File: config.mk
export PLATFORM = sky130hd
export DESIGN_NAME = tile4d_addr_gen
export DESIGN_NICKNAME = d
export VERILOG_FILES = /design/src/rtl/tile4d_pkg.sv /design/src/rtl/tile4d_div.sv /design/src/rtl/tile4d_lookup.sv /design/src/rtl/tile4d_sweep.sv /design/src/rtl/tile4d_addr_gen.sv
export SDC_FILE = /design/constraint.sdc
export NUM_CORES = 1
export LEC_CHECK = 0
export CAP_MARGIN = 5
export CORE_ASPECT_RATIO = 1.1
export CORE_UTILIZATION = 57
export CTS_CLUSTER_SIZE = 8
export DETAILED_ROUTE_END_ITERATION = 10
export GPL_ROUTABILITY_DRIVEN = 1
export PLACE_DENSITY = 0.86
export SLEW_MARGIN = 30
export SYNTH_ARGS = -nofsm -noshare
export SYNTH_HDL_FRONTEND = slang
export SYNTH_SLANG_ARGS = --single-unit
File: constraint.sdc
create_clock -name clk -period 36.4 [get_ports clk]
set_clock_uncertainty 0.15 [all_clocks]
set_input_delay 7.28 -clock clk [delete_from_list [all_inputs] [get_ports clk]]
set_output_delay 7.28 -clock clk [all_outputs]
set_load 0.02 [all_outputs]
File: src/rtl/tile4d_pkg.sv
package tile4d_pkg;
  typedef enum logic [1:0] {RA_IDLE, RA_DIV, RA_HOLD} ra_state_t;
endpackage

File: src/rtl/tile4d_div.sv
module tile4d_div #(
  parameter int DW = 8
) (
  input  logic          clk,
  input  logic          rst_n,
  input  logic          start,
  input  logic [DW-1:0] dividend,
  input  logic [DW-1:0] divisor,
  output logic [DW-1:0] quo,
  output logic [DW-1:0] rem,
  output logic          done
);
  localparam int CW = $clog2(DW) + 1;

  logic [DW-1:0] q_r, q_n, r_r, r_n, d_r, d_n;
  logic [CW-1:0] cnt_r, cnt_n;
  logic          busy_r, busy_n, done_r, done_n;
  logic [DW:0]   shifted, diff;
  logic          fits;

  always_comb begin
    shifted = {r_r, q_r[DW-1]};
    diff    = shifted - {1'b0, d_r};
    fits    = shifted >= {1'b0, d_r};
    q_n = q_r; r_n = r_r; d_n = d_r; cnt_n = cnt_r;
    busy_n = busy_r; done_n = done_r;
    if (start) begin
      q_n = dividend; r_n = '0; d_n = divisor; cnt_n = '0;
      busy_n = 1'b1; done_n = 1'b0;
    end else if (busy_r) begin
      q_n   = {q_r[DW-2:0], fits};
      r_n   = fits ? diff[DW-1:0] : shifted[DW-1:0];
      cnt_n = cnt_r + 1'b1;
      if (cnt_r == CW'(DW - 1)) begin
        busy_n = 1'b0;
        done_n = 1'b1;
      end
    end
  end

  always_ff @(posedge clk or negedge rst_n) begin
    if (!rst_n) begin
      q_r <= '0; r_r <= '0; d_r <= '0; cnt_r <= '0;
      busy_r <= 1'b0; done_r <= 1'b0;
    end else begin
      q_r <= q_n; r_r <= r_n; d_r <= d_n; cnt_r <= cnt_n;
      busy_r <= busy_n; done_r <= done_n;
    end
  end

  assign quo  = q_r;
  assign rem  = r_r;
  assign done = done_r;
endmodule

File: src/rtl/tile4d_lookup.sv
module tile4d_lookup
  import tile4d_pkg::*;
#(
  parameter int DW = 8
) (
  input  logic            clk,
  input  logic            rst_n,
  input  logic            en,
  input  logic [DW-1:0]   m,
  input  logic [DW-1:0]   n,
  input  logic [DW-1:0]   tr,
  input  logic [DW-1:0]   tc,
  input  logic            req_valid,
  output logic            req_ready,
  input  logic [DW-1:0]   req_row,
  input  logic [DW-1:0]   req_col,
  output logic            rsp_valid,
  input  logic            rsp_ready,
  output logic [2*DW-1:0] rsp_off
);
  localparam int OW = 2 * DW;

  ra_state_t     st_r, st_n;
  logic [OW-1:0] off_r, off_n;
  logic          accept;
  logic [DW-1:0] dvd [2];
  logic [DW-1:0] dvs [2];
  logic [DW-1:0] quo [2];
  logic [DW-1:0] rem [2];
  logic          dn  [2];

  assign dvd[0] = req_row;
  assign dvd[1] = req_col;
  assign dvs[0] = tr;
  assign dvs[1] = tc;

  for (genvar g = 0; g < 2; g++) begin : g_axis
    tile4d_div #(.DW(DW)) u_div (
      .clk(clk), .rst_n(rst_n), .start(accept),
      .dividend(dvd[g]), .divisor(dvs[g]),
      .quo(quo[g]), .rem(rem[g]), .done(dn[g])
    );
  end

  logic [OW-1:0] row0, left, h, base, inner;
  always_comb begin
    row0  = OW'(quo[0]) * OW'(tr);
    left  = OW'(m) - row0;
    h     = (left < OW'(tr)) ? left : OW'(tr);
    base  = row0 * OW'(n) + h * OW'(tc) * OW'(quo[1]);
    inner = OW'(rem[1]) * h + OW'(rem[0]);
  end

  assign req_ready = (st_r == RA_IDLE) && en;
  assign accept    = req_valid && req_ready;

  always_comb begin
    st_n  = st_r;
    off_n = off_r;
    case (st_r)
      RA_IDLE: if (accept) st_n = RA_DIV;
      RA_DIV:  if (dn[0]) begin
                 off_n = base + inner;
                 st_n  = RA_HOLD;
               end
      RA_HOLD: if (rsp_ready) st_n = RA_IDLE;
      default: st_n = RA_IDLE;
    endcase
  end

  always_ff @(posedge clk or negedge rst_n) begin
    if (!rst_n) begin
      st_r  <= RA_IDLE;
      off_r <= '0;
    end else begin
      st_r  <= st_n;
      off_r <= off_n;
    end
  end

  assign rsp_valid = (st_r == RA_HOLD);
  assign rsp_off   = off_r;
endmodule

File: src/rtl/tile4d_sweep.sv
module tile4d_sweep #(
  parameter int DW = 8
) (
  input  logic            clk,
  input  logic            rst_n,
  input  logic            start,
  input  logic [DW-1:0]   m,
  input  logic [DW-1:0]   n,
  input  logic [DW-1:0]   tr,
  input  logic [DW-1:0]   tc,
  output logic            valid,
  output logic            last,
  output logic [DW-1:0]   row,
  output logic [DW-1:0]   col,
  output logic [2*DW-1:0] off
);
  localparam int OW = 2 * DW;

  logic          act_r, act_n;
  logic [DW-1:0] row0_r, row0_n, col0_r, col0_n;
  logic [DW-1:0] fi_r, fi_n, fj_r, fj_n, h_r, h_n, w_r, w_n;
  logic [OW-1:0] cb_r, cb_n;
  logic          h_end, w_end, r_end, c_end;
  logic [DW:0]   nr0, nc0, rleft, cleft;

  always_comb begin
    h_end = (fi_r == h_r - 1'b1);
    w_end = (fj_r == w_r - 1'b1);
    r_end = ({1'b0, row0_r} + {1'b0, h_r}) == {1'b0, m};
    c_end = ({1'b0, col0_r} + {1'b0, w_r}) == {1'b0, n};
    nr0   = {1'b0, row0_r} + {1'b0, tr};
    nc0   = {1'b0, col0_r} + {1'b0, tc};
    rleft = {1'b0, m} - nr0;
    cleft = {1'b0, n} - nc0;
    last  = act_r && h_end && w_end && r_end && c_end;
  end

  always_comb begin
    act_n = act_r; row0_n = row0_r; col0_n = col0_r;
    fi_n = fi_r; fj_n = fj_r; h_n = h_r; w_n = w_r; cb_n = cb_r;
    if (!act_r) begin
      if (start) begin
        act_n = 1'b1; row0_n = '0; col0_n = '0; fi_n = '0; fj_n = '0;
        h_n = tr; w_n = tc; cb_n = '0;
      end
    end else if (last) begin
      act_n = 1'b0;
    end else if (!h_end) begin
      fi_n = fi_r + 1'b1;
    end else begin
      fi_n = '0;
      cb_n = cb_r + OW'(h_r);
      if (!w_end) begin
        fj_n = fj_r + 1'b1;
      end else begin
        fj_n = '0;
        if (!c_end) begin
          col0_n = nc0[DW-1:0];
          w_n    = (cleft < {1'b0, tc}) ? cleft[DW-1:0] : tc;
        end else begin
          col0_n = '0;
          w_n    = tc;
          row0_n = nr0[DW-1:0];
          h_n    = (rleft < {1'b0, tr}) ? rleft[DW-1:0] : tr;
        end
      end
    end
  end

  always_ff @(posedge clk or negedge rst_n) begin
    if (!rst_n) begin
      act_r <= 1'b0; row0_r <= '0; col0_r <= '0; fi_r <= '0; fj_r <= '0;
      h_r <= '0; w_r <= '0; cb_r <= '0;
    end else begin
      act_r <= act_n; row0_r <= row0_n; col0_r <= col0_n; fi_r <= fi_n;
      fj_r <= fj_n; h_r <= h_n; w_r <= w_n; cb_r <= cb_n;
    end
  end

  assign valid = act_r;
  assign row   = row0_r + fi_r;
  assign col   = col0_r + fj_r;
  assign off   = cb_r + OW'(fi_r);
endmodule

File: src/rtl/tile4d_addr_gen.sv
module tile4d_addr_gen #(
  parameter int DW = 8
) (
  input  logic            clk,
  input  logic            rst_n,
  input  logic [DW-1:0]   cfg_rows,
  input  logic [DW-1:0]   cfg_cols,
  input  logic [DW-1:0]   cfg_trows,
  input  logic [DW-1:0]   cfg_tcols,
  output logic            cfg_err,
  input  logic            req_valid,
  output logic            req_ready,
  input  logic [DW-1:0]   req_row,
  input  logic [DW-1:0]   req_col,
  output logic            rsp_valid,
  input  logic            rsp_ready,
  output logic [2*DW-1:0] rsp_off,
  input  logic            trv_start,
  output logic            trv_valid,
  output logic            trv_last,
  output logic [DW-1:0]   trv_row,
  output logic [DW-1:0]   trv_col,
  output logic [2*DW-1:0] trv_off
);
  assign cfg_err = (cfg_rows == '0) || (cfg_cols == '0) ||
                   (cfg_trows == '0) || (cfg_tcols == '0) ||
                   (cfg_trows > cfg_rows) || (cfg_tcols > cfg_cols);

  tile4d_lookup #(.DW(DW)) u_lookup (
    .clk(clk), .rst_n(rst_n), .en(!cfg_err),
    .m(cfg_rows), .n(cfg_cols), .tr(cfg_trows), .tc(cfg_tcols),
    .req_valid(req_valid), .req_ready(req_ready),
    .req_row(req_row), .req_col(req_col),
    .rsp_valid(rsp_valid), .rsp_ready(rsp_ready), .rsp_off(rsp_off)
  );

  tile4d_sweep #(.DW(DW)) u_sweep (
    .clk(clk), .rst_n(rst_n), .start(trv_start && !cfg_err),
    .m(cfg_rows), .n(cfg_cols), .tr(cfg_trows), .tc(cfg_tcols),
    .valid(trv_valid), .last(trv_last),
    .row(trv_row), .col(trv_col), .off(trv_off)
  );
endmodule

==> results of run 1 <==
==> state kept, by name (all words and copies together), names as in the netlist, 16 cells and up <==
register and cells:
u_lookup.g_axis.u_div.d_r 16, u_lookup.g_axis.u_div.quo 16, u_lookup.g_axis.u_div.rem 16, u_lookup.rsp_off 16, u_sweep.cb_r 16
==> Yosys cell counts (all sizes together) (5+ instances only) <==
cell type,number
inv,510
fa,343
nand2,317
ha,273
and2,144
dfrtp,142
nor2,124
xnor2,122
o21ai,116
a21oi,101
clkbuf,71
xor2,61
mux2i,47
a21o,43
o21bai,38
and3,31
mux2,31
nand2b,28
nor2b,24
nand3,22
o31ai,21
buf,17
nor3,17
a211oi,15
nor4,15
o21a,13
a21boi,10
or3,10
nand4,9
o2111ai,7
o211ai,7
a211o,6
a31oi,6
a2111oi,5
or4,5
==> cell families after synthesis <==
kind of cell    share of synthesized area
compound gates                     0.1033
xor+xnor                          0.06999
fa+ha+maj                          0.4135
buf+inv                           0.09233
flops                              0.1429
mux                               0.03296
other cells                     0.0003020
simple gates                       0.1448
==> cell type report <==
type / count / area share
multi-input cells: 2097 / 0.7060
flip-flops and latches: 142 / 0.1304
inverters: 513 / 0.07062
repair buffers: 129 / 0.04511
well taps: 567 / 0.02602
clock buffers: 19 / 0.01624
clock inverters: 12 / 0.005552
diodes: 1 / 0.00009178
==> per-layer routing <==
layer	vias to the layer above	GRT usage	routed length, um	part of all wire
li1	9017	-	-	-
met1	9995	0.3809	25330	0.38
met2	955	0.5241	32120	0.49
met3	232	0.05965	5448	0.083
met4	0	0.1502	3031	0.046
met5	-	0	0	0
==> worst paths after layout <==
check                                                     start                               to  slack, ns
worst max-delay path                               cfg_trows[5]             u_lookup.rsp_off[15]      12.38
worst min-delay path                        u_lookup.rsp_off[7]              u_lookup.rsp_off[7]       0.34
worst max register to register  u_lookup.g_axis[0].u_div.quo[0]             u_lookup.rsp_off[15]      19.40
worst min register to register              u_lookup.rsp_off[7]              u_lookup.rsp_off[7]       0.34
max in group asynchronous                                 rst_n  u_lookup.g_axis[1].u_div.rem[5]      28.09
min in group asynchronous                                 rst_n                  u_sweep.cb_r[7]       6.72
==> stage by stage <==
| stage | std cells | instance area (um2) | hold slack (ns) |
|---|---|---|---|
| 6_report | 3480 | 27270 | 0.3439 |
| 5_1_grt | 3479 | 27260 | 0.3740 |
| 4_1_cts | 3478 | 27250 | 0.3411 |
| 3_5_place_dp | 3447 | 26660 | 0.3279 |
| 3_3_place_gp | 3447 | 26640 | 0.3031 |
| 2_1_floorplan | 2840 | 25070 | 0.2860 |
==> worst register-to-register path: cells and delay by family (launching register included) <==
family,cells,cell delay (ns)
buf+inv,4,0.33
simple gates,10,1.36
fa+ha+maj,19,8.30
xor+xnor,13,3.33
flops,1,0.64
mux,1,0.55
compound gates,5,2.24
==> impl_metrics.py, run 1 <==
metrics = {
    "sta": {
        "setup_tns_ns": 0,
        "report.final.slew_viol_count": 0,
        "worstMarginPinSlew_ns": 0.9814,
        "rsz0062_at_grt": "no",
        "max_freq_mhz": 41.64,
        "post-route-worst-setup-slack_ns": 12.38,
        "finalHoldViolations": 0,
        "fin_crit_ns": 24.02,
        "setup_viol": 0,
        "timing.final.crit_share": 0.6598,
        "slew_headroom": 0.3288,
    },
    "clock_network": {
        "root_buffer": "clkbuf_16",
        "clkLatencyLatePin_ns": 0.48,
        "cts_resized": 0,
        "postCtsHoldBufs": 0,
        "clock_path_buffers": 2,
        "h-tree-depth": 4,
        "cts_inserted_buffers": 17,
        "cts_tree": "yes",
        "clkSinkCount": 142,
        "postCtsSetupBuffers": 0,
        "clkSlewWorstSetupHoldPaths_ns": 0.07,
    },
    "finish": {
        "utilization": 0.6385,
        "finalNetCount": 3569,
        "final_cell_mix": "508 x inv_1, 343 x fa_1, 317 x nand2_1",
        "syn_to_final_growth_pct": 9.645,
        "multi_input_area_um2": 19250,
        "seq_area_um2": 3555,
        "fill_cells": 3335,
        "final_common_cell": "inv_1",
        "drive_above_1_share": 0.03537,
    },
    "critical_path": {
        "criticalPathCategory": "primary input to flip-flop",
        "critPathMaxStageDelay_ns": 0.93,
        "path_max_fanout": 16,
        "critPathRequiredTime_ns": 36.64,
        "startpoint_type": "primary input",
        "critical_path_buf_inv_count": 6,
        "critPathSlowestCell": "clkdlybuf4s50_1",
        "arrival_ns": 24.26,
        "ff2ff_path_depth": 52,
        "cp_common_cell": "fa_1",
        "path_delay_family": "adder cells",
        "cp-end-kind": "flip-flop",
        "critical_path_depth": 51,
    },
    "place": {
        "dpl_worst_slack_ns": 12.12,
        "globalplace.congestion": 0.9926,
        "hpwl_um": 51010,
        "port_buffers": 105,
    },
    "logic_synthesis": {
        "syn-cell-area_um2": 24870,
        "synth-edff-count": 0,
        "synth_ff_type": "dfrtp_1",
        "synth_top_area_share": 0.2761,
        "synth_seq_cells": 142,
        "synth_async_sr_flop_share": 1.000,
        "yosys-top-cells-area": "fa_1 28%, dfrtp_1 14%, ha_1 14%, inv_1 7.7%, nand2_1 4.8%",
        "yosys.area.top_type": "fa_1",
        "yosys_warnings": 0,
        "syn_area_per_cell_um2": 8.926,
        "ys_seq_area_frac": 0.1429,
        "synthCells": 2786,
        "synth_cell_types": 68,
    },
    "min_path": {
        "holdPathStages": 2,
        "hold_path_class": "flip-flop to flip-flop",
    },
    "detailed_routing": {
        "drc_errors": 0,
        "drt_wl_total_um": 65930,
        "detail_route.vias_per_cell": 5.804,
        "detail_route.wl_per_cell_um": 18.95,
        "ant_nets": 0,
        "firstDrtPassIters": 6,
        "via_count": 20199,
        "drt_iter0_markers": 1554,
    },
    "global_route": {
        "grt_pass1_wl_um": 109800,
        "grt_pass1_vias": 21785,
        "track_usage": 0.3104,
        "grt_max_degree": 88,
        "antenna_found_initial": 0,
        "grt_overflow": 0,
    },
    "floorplan": {
        "num_rows": 79,
        "initial_core_util": 0.5824,
        "die_w_um": 201.2,
        "core-area_um2": 42700,
        "die_h_um": 221.1,
        "ios": 106,
        "die_area_um2": 44470,
    },
    "outcome": {
        "status": "finished, final reports clean",
    },
    "job": {
        "max-cap-violations": 0,
    },
}
Power of run 1 is left out: the tool's default activity adds up to more than one toggle a clock period on the data nets, which glitch-free logic cannot reach.
==> inputs of run 2 (changes only) <==
PLACE_DENSITY = 0.89   (was 0.86)
clock period = 20.5 ns   (was 36.4 ns; I/O delays follow)
==> run 2 against run 1 <==
  * Die area unchanged
  * Register-to-register slack got worse by 15 ns
  * Core utilization increased by 0.45 points
  * Wire length rose by 2.5%
  * First-iteration DRC count increased by 9.8%
  * Design area up 0.70%
  * Largest cell class unchanged
==> impl_metrics.py, run 2 (synthesis gave the netlist of run 1 again) <==
metrics = {
    "sta": {
        "slew_headroom": 0.4086,
        "report.final.slew_viol_count": 0,
        "max_freq_mhz": 50.64,
        "fin_crit_ns": 19.75,
        "setup_viol": 0,
        "worstMarginPinSlew_ns": 0.8843,
        "timing.final.crit_share": 0.9633,
        "setup_tns_ns": 0,
        "post-route-worst-setup-slack_ns": 0.7524,
        "whs_ns": 0.3300,
        "finalHoldViolations": 0,
        "rsz0062_at_grt": "no",
    },
    "place": {
        "globalplace.congestion": 0.9318,
        "dp_cells": 3461,
        "hpwl_um": 53300,
        "dpl_worst_slack_ns": 0.01960,
        "port_buffers": 105,
    },
    "detailed_routing": {
        "via_count": 20475,
        "drc_errors": 0,
        "detail_route.wl_per_cell_um": 19.34,
        "detail_route.vias_per_cell": 5.858,
        "drt_wl_total_um": 67600,
        "wl_met2_um": 33060,
        "firstDrtPassIters": 6,
        "top_layer": "met5",
        "drt-met1-wl_um": 24780,
        "ant_nets": 0,
        "routed-wl-met3_um": 5389,
        "drt_iter0_markers": 1707,
    },
    "critical_path": {
        "arrival_ns": 20.00,
        "cp_common_cell": "fa_1",
        "critical_path_depth": 52,
        "criticalPathCategory": "primary input to flip-flop",
        "cp-end-kind": "flip-flop",
        "worstReg2RegEnd": "u_lookup.rsp_off[15]",
        "path_max_fanout": 11,
        "rr_startpoint": "u_lookup.g_axis[0].u_div.quo[0]",
        "critPathRequiredTime_ns": 20.75,
        "critPathSlowestCell": "fa_1",
        "crit_end": "u_lookup.rsp_off[15]",
        "ff2ff_path_depth": 50,
        "critical_path_buf_inv_count": 7,
        "startpoint_type": "primary input",
        "critPathMaxStageDelay_ns": 0.59,
        "rrSetupSlack_ns": 4.43,
        "crit_start": "cfg_trows[3]",
        "path_delay_family": "adder cells",
    },
    "clock_network": {
        "clock_path_buffers": 2,
        "cts_inserted_buffers": 17,
        "clkSinkCount": 142,
        "clkLatencyLatePin_ns": 0.47,
        "cts_tree": "yes",
        "h-tree-depth": 4,
        "root_buffer": "clkbuf_16",
        "clkSlewWorstSetupHoldPaths_ns": 0.09,
    },
    "global_route": {
        "grt_pass1_wl_um": 111800,
        "antenna_found_initial": 1,
        "grt_pass1_vias": 21881,
        "grt_overflow": 0,
        "track_usage": 0.3171,
        "grt_max_degree": 87,
    },
    "min_path": {
        "hold_path_class": "flip-flop to flip-flop",
        "hp-start": "u_lookup.rsp_off[13]",
    },
    "floorplan": {
        "num_rows": 79,
        "initial_core_util": 0.5824,
        "die_area_um2": 44470,
        "die_h_um": 221.1,
        "ios": 106,
        "die_w_um": 201.2,
        "core-area_um2": 42700,
    },
    "finish": {
        "finalNetCount": 3584,
        "fill_cells": 3238,
        "syn_to_final_growth_pct": 10.42,
        "drive_above_1_share": 0.04337,
        "final_cell_mix": "508 x inv_1, 343 x fa_1, 317 x nand2_1",
        "diodes": 0,
        "final_common_cell": "inv_1",
        "multi_input_area_um2": 19300,
        "finalNonFillerCells": 3495,
        "seq_area_um2": 3555,
    },
    "job": {
        "max-cap-violations": 0,
    },
    "outcome": {
        "status": "finished, final reports clean",
    },
}
-- run 2: changes by cell type in the layout (fill, tap and decap cells not counted), moves of 2 or more --
cell,change
xnor2_2,+2
o311ai_0,-2
xnor2_1,-2
clkinv_8,+2
buf_4,+15
-- run 2: worst min path at each step --
stage / cells past startpoint / endpoint
detailed placement: 1 / u_lookup.st_r[0]
CTS: 1 / u_lookup.st_r[0]
global placement: 2 / u_lookup.rsp_off[4]
finish: 2 / u_lookup.rsp_off[13]
global route: 2 / u_lookup.rsp_off[6]
floorplan: 1 / u_lookup.st_r[0]
-- run 2: stage by stage --
step,area (um2),util
after detailed placement,26770,0.6268
after global placement,26740,0.6263
after global routing,27460,0.6430
after floorplan,25070,-
after CTS,27360,0.6408
final,27460,0.6430
-- run 2: tightest hold or removal path, cell delays in order (launching register included) --
cell,delay (ns)
dfrtp_1,0.34
nand2_1,0.05
o21ai_0,0.06
-- run 2: area by class of cell --
class | instances | area share
inverter | 513 | 0.07013
tap | 567 | 0.02584
sequential | 142 | 0.1295
timing repair buffer | 144 | 0.04981
clock buffer | 17 | 0.01549
clock inverter | 15 | 0.006243
multi-input combinational | 2097 | 0.7030
-- run 2: what timing repair did --
item,in CTS,in global routing
hold buffers,0,0
setup buffers,0,1
gates resized for setup,0,11
endpoints found under the setup margin,0,1
-- run 2: per-layer routing --
metal | vias to the layer above | track usage
met3 | 321 | 0.04742
met2 | 1025 | 0.5393
li1 | 9049 | -
met4 | 2 | 0.1852
met1 | 10078 | 0.3821
met5 | - | 0
Power of run 2 is left out for the same reason.
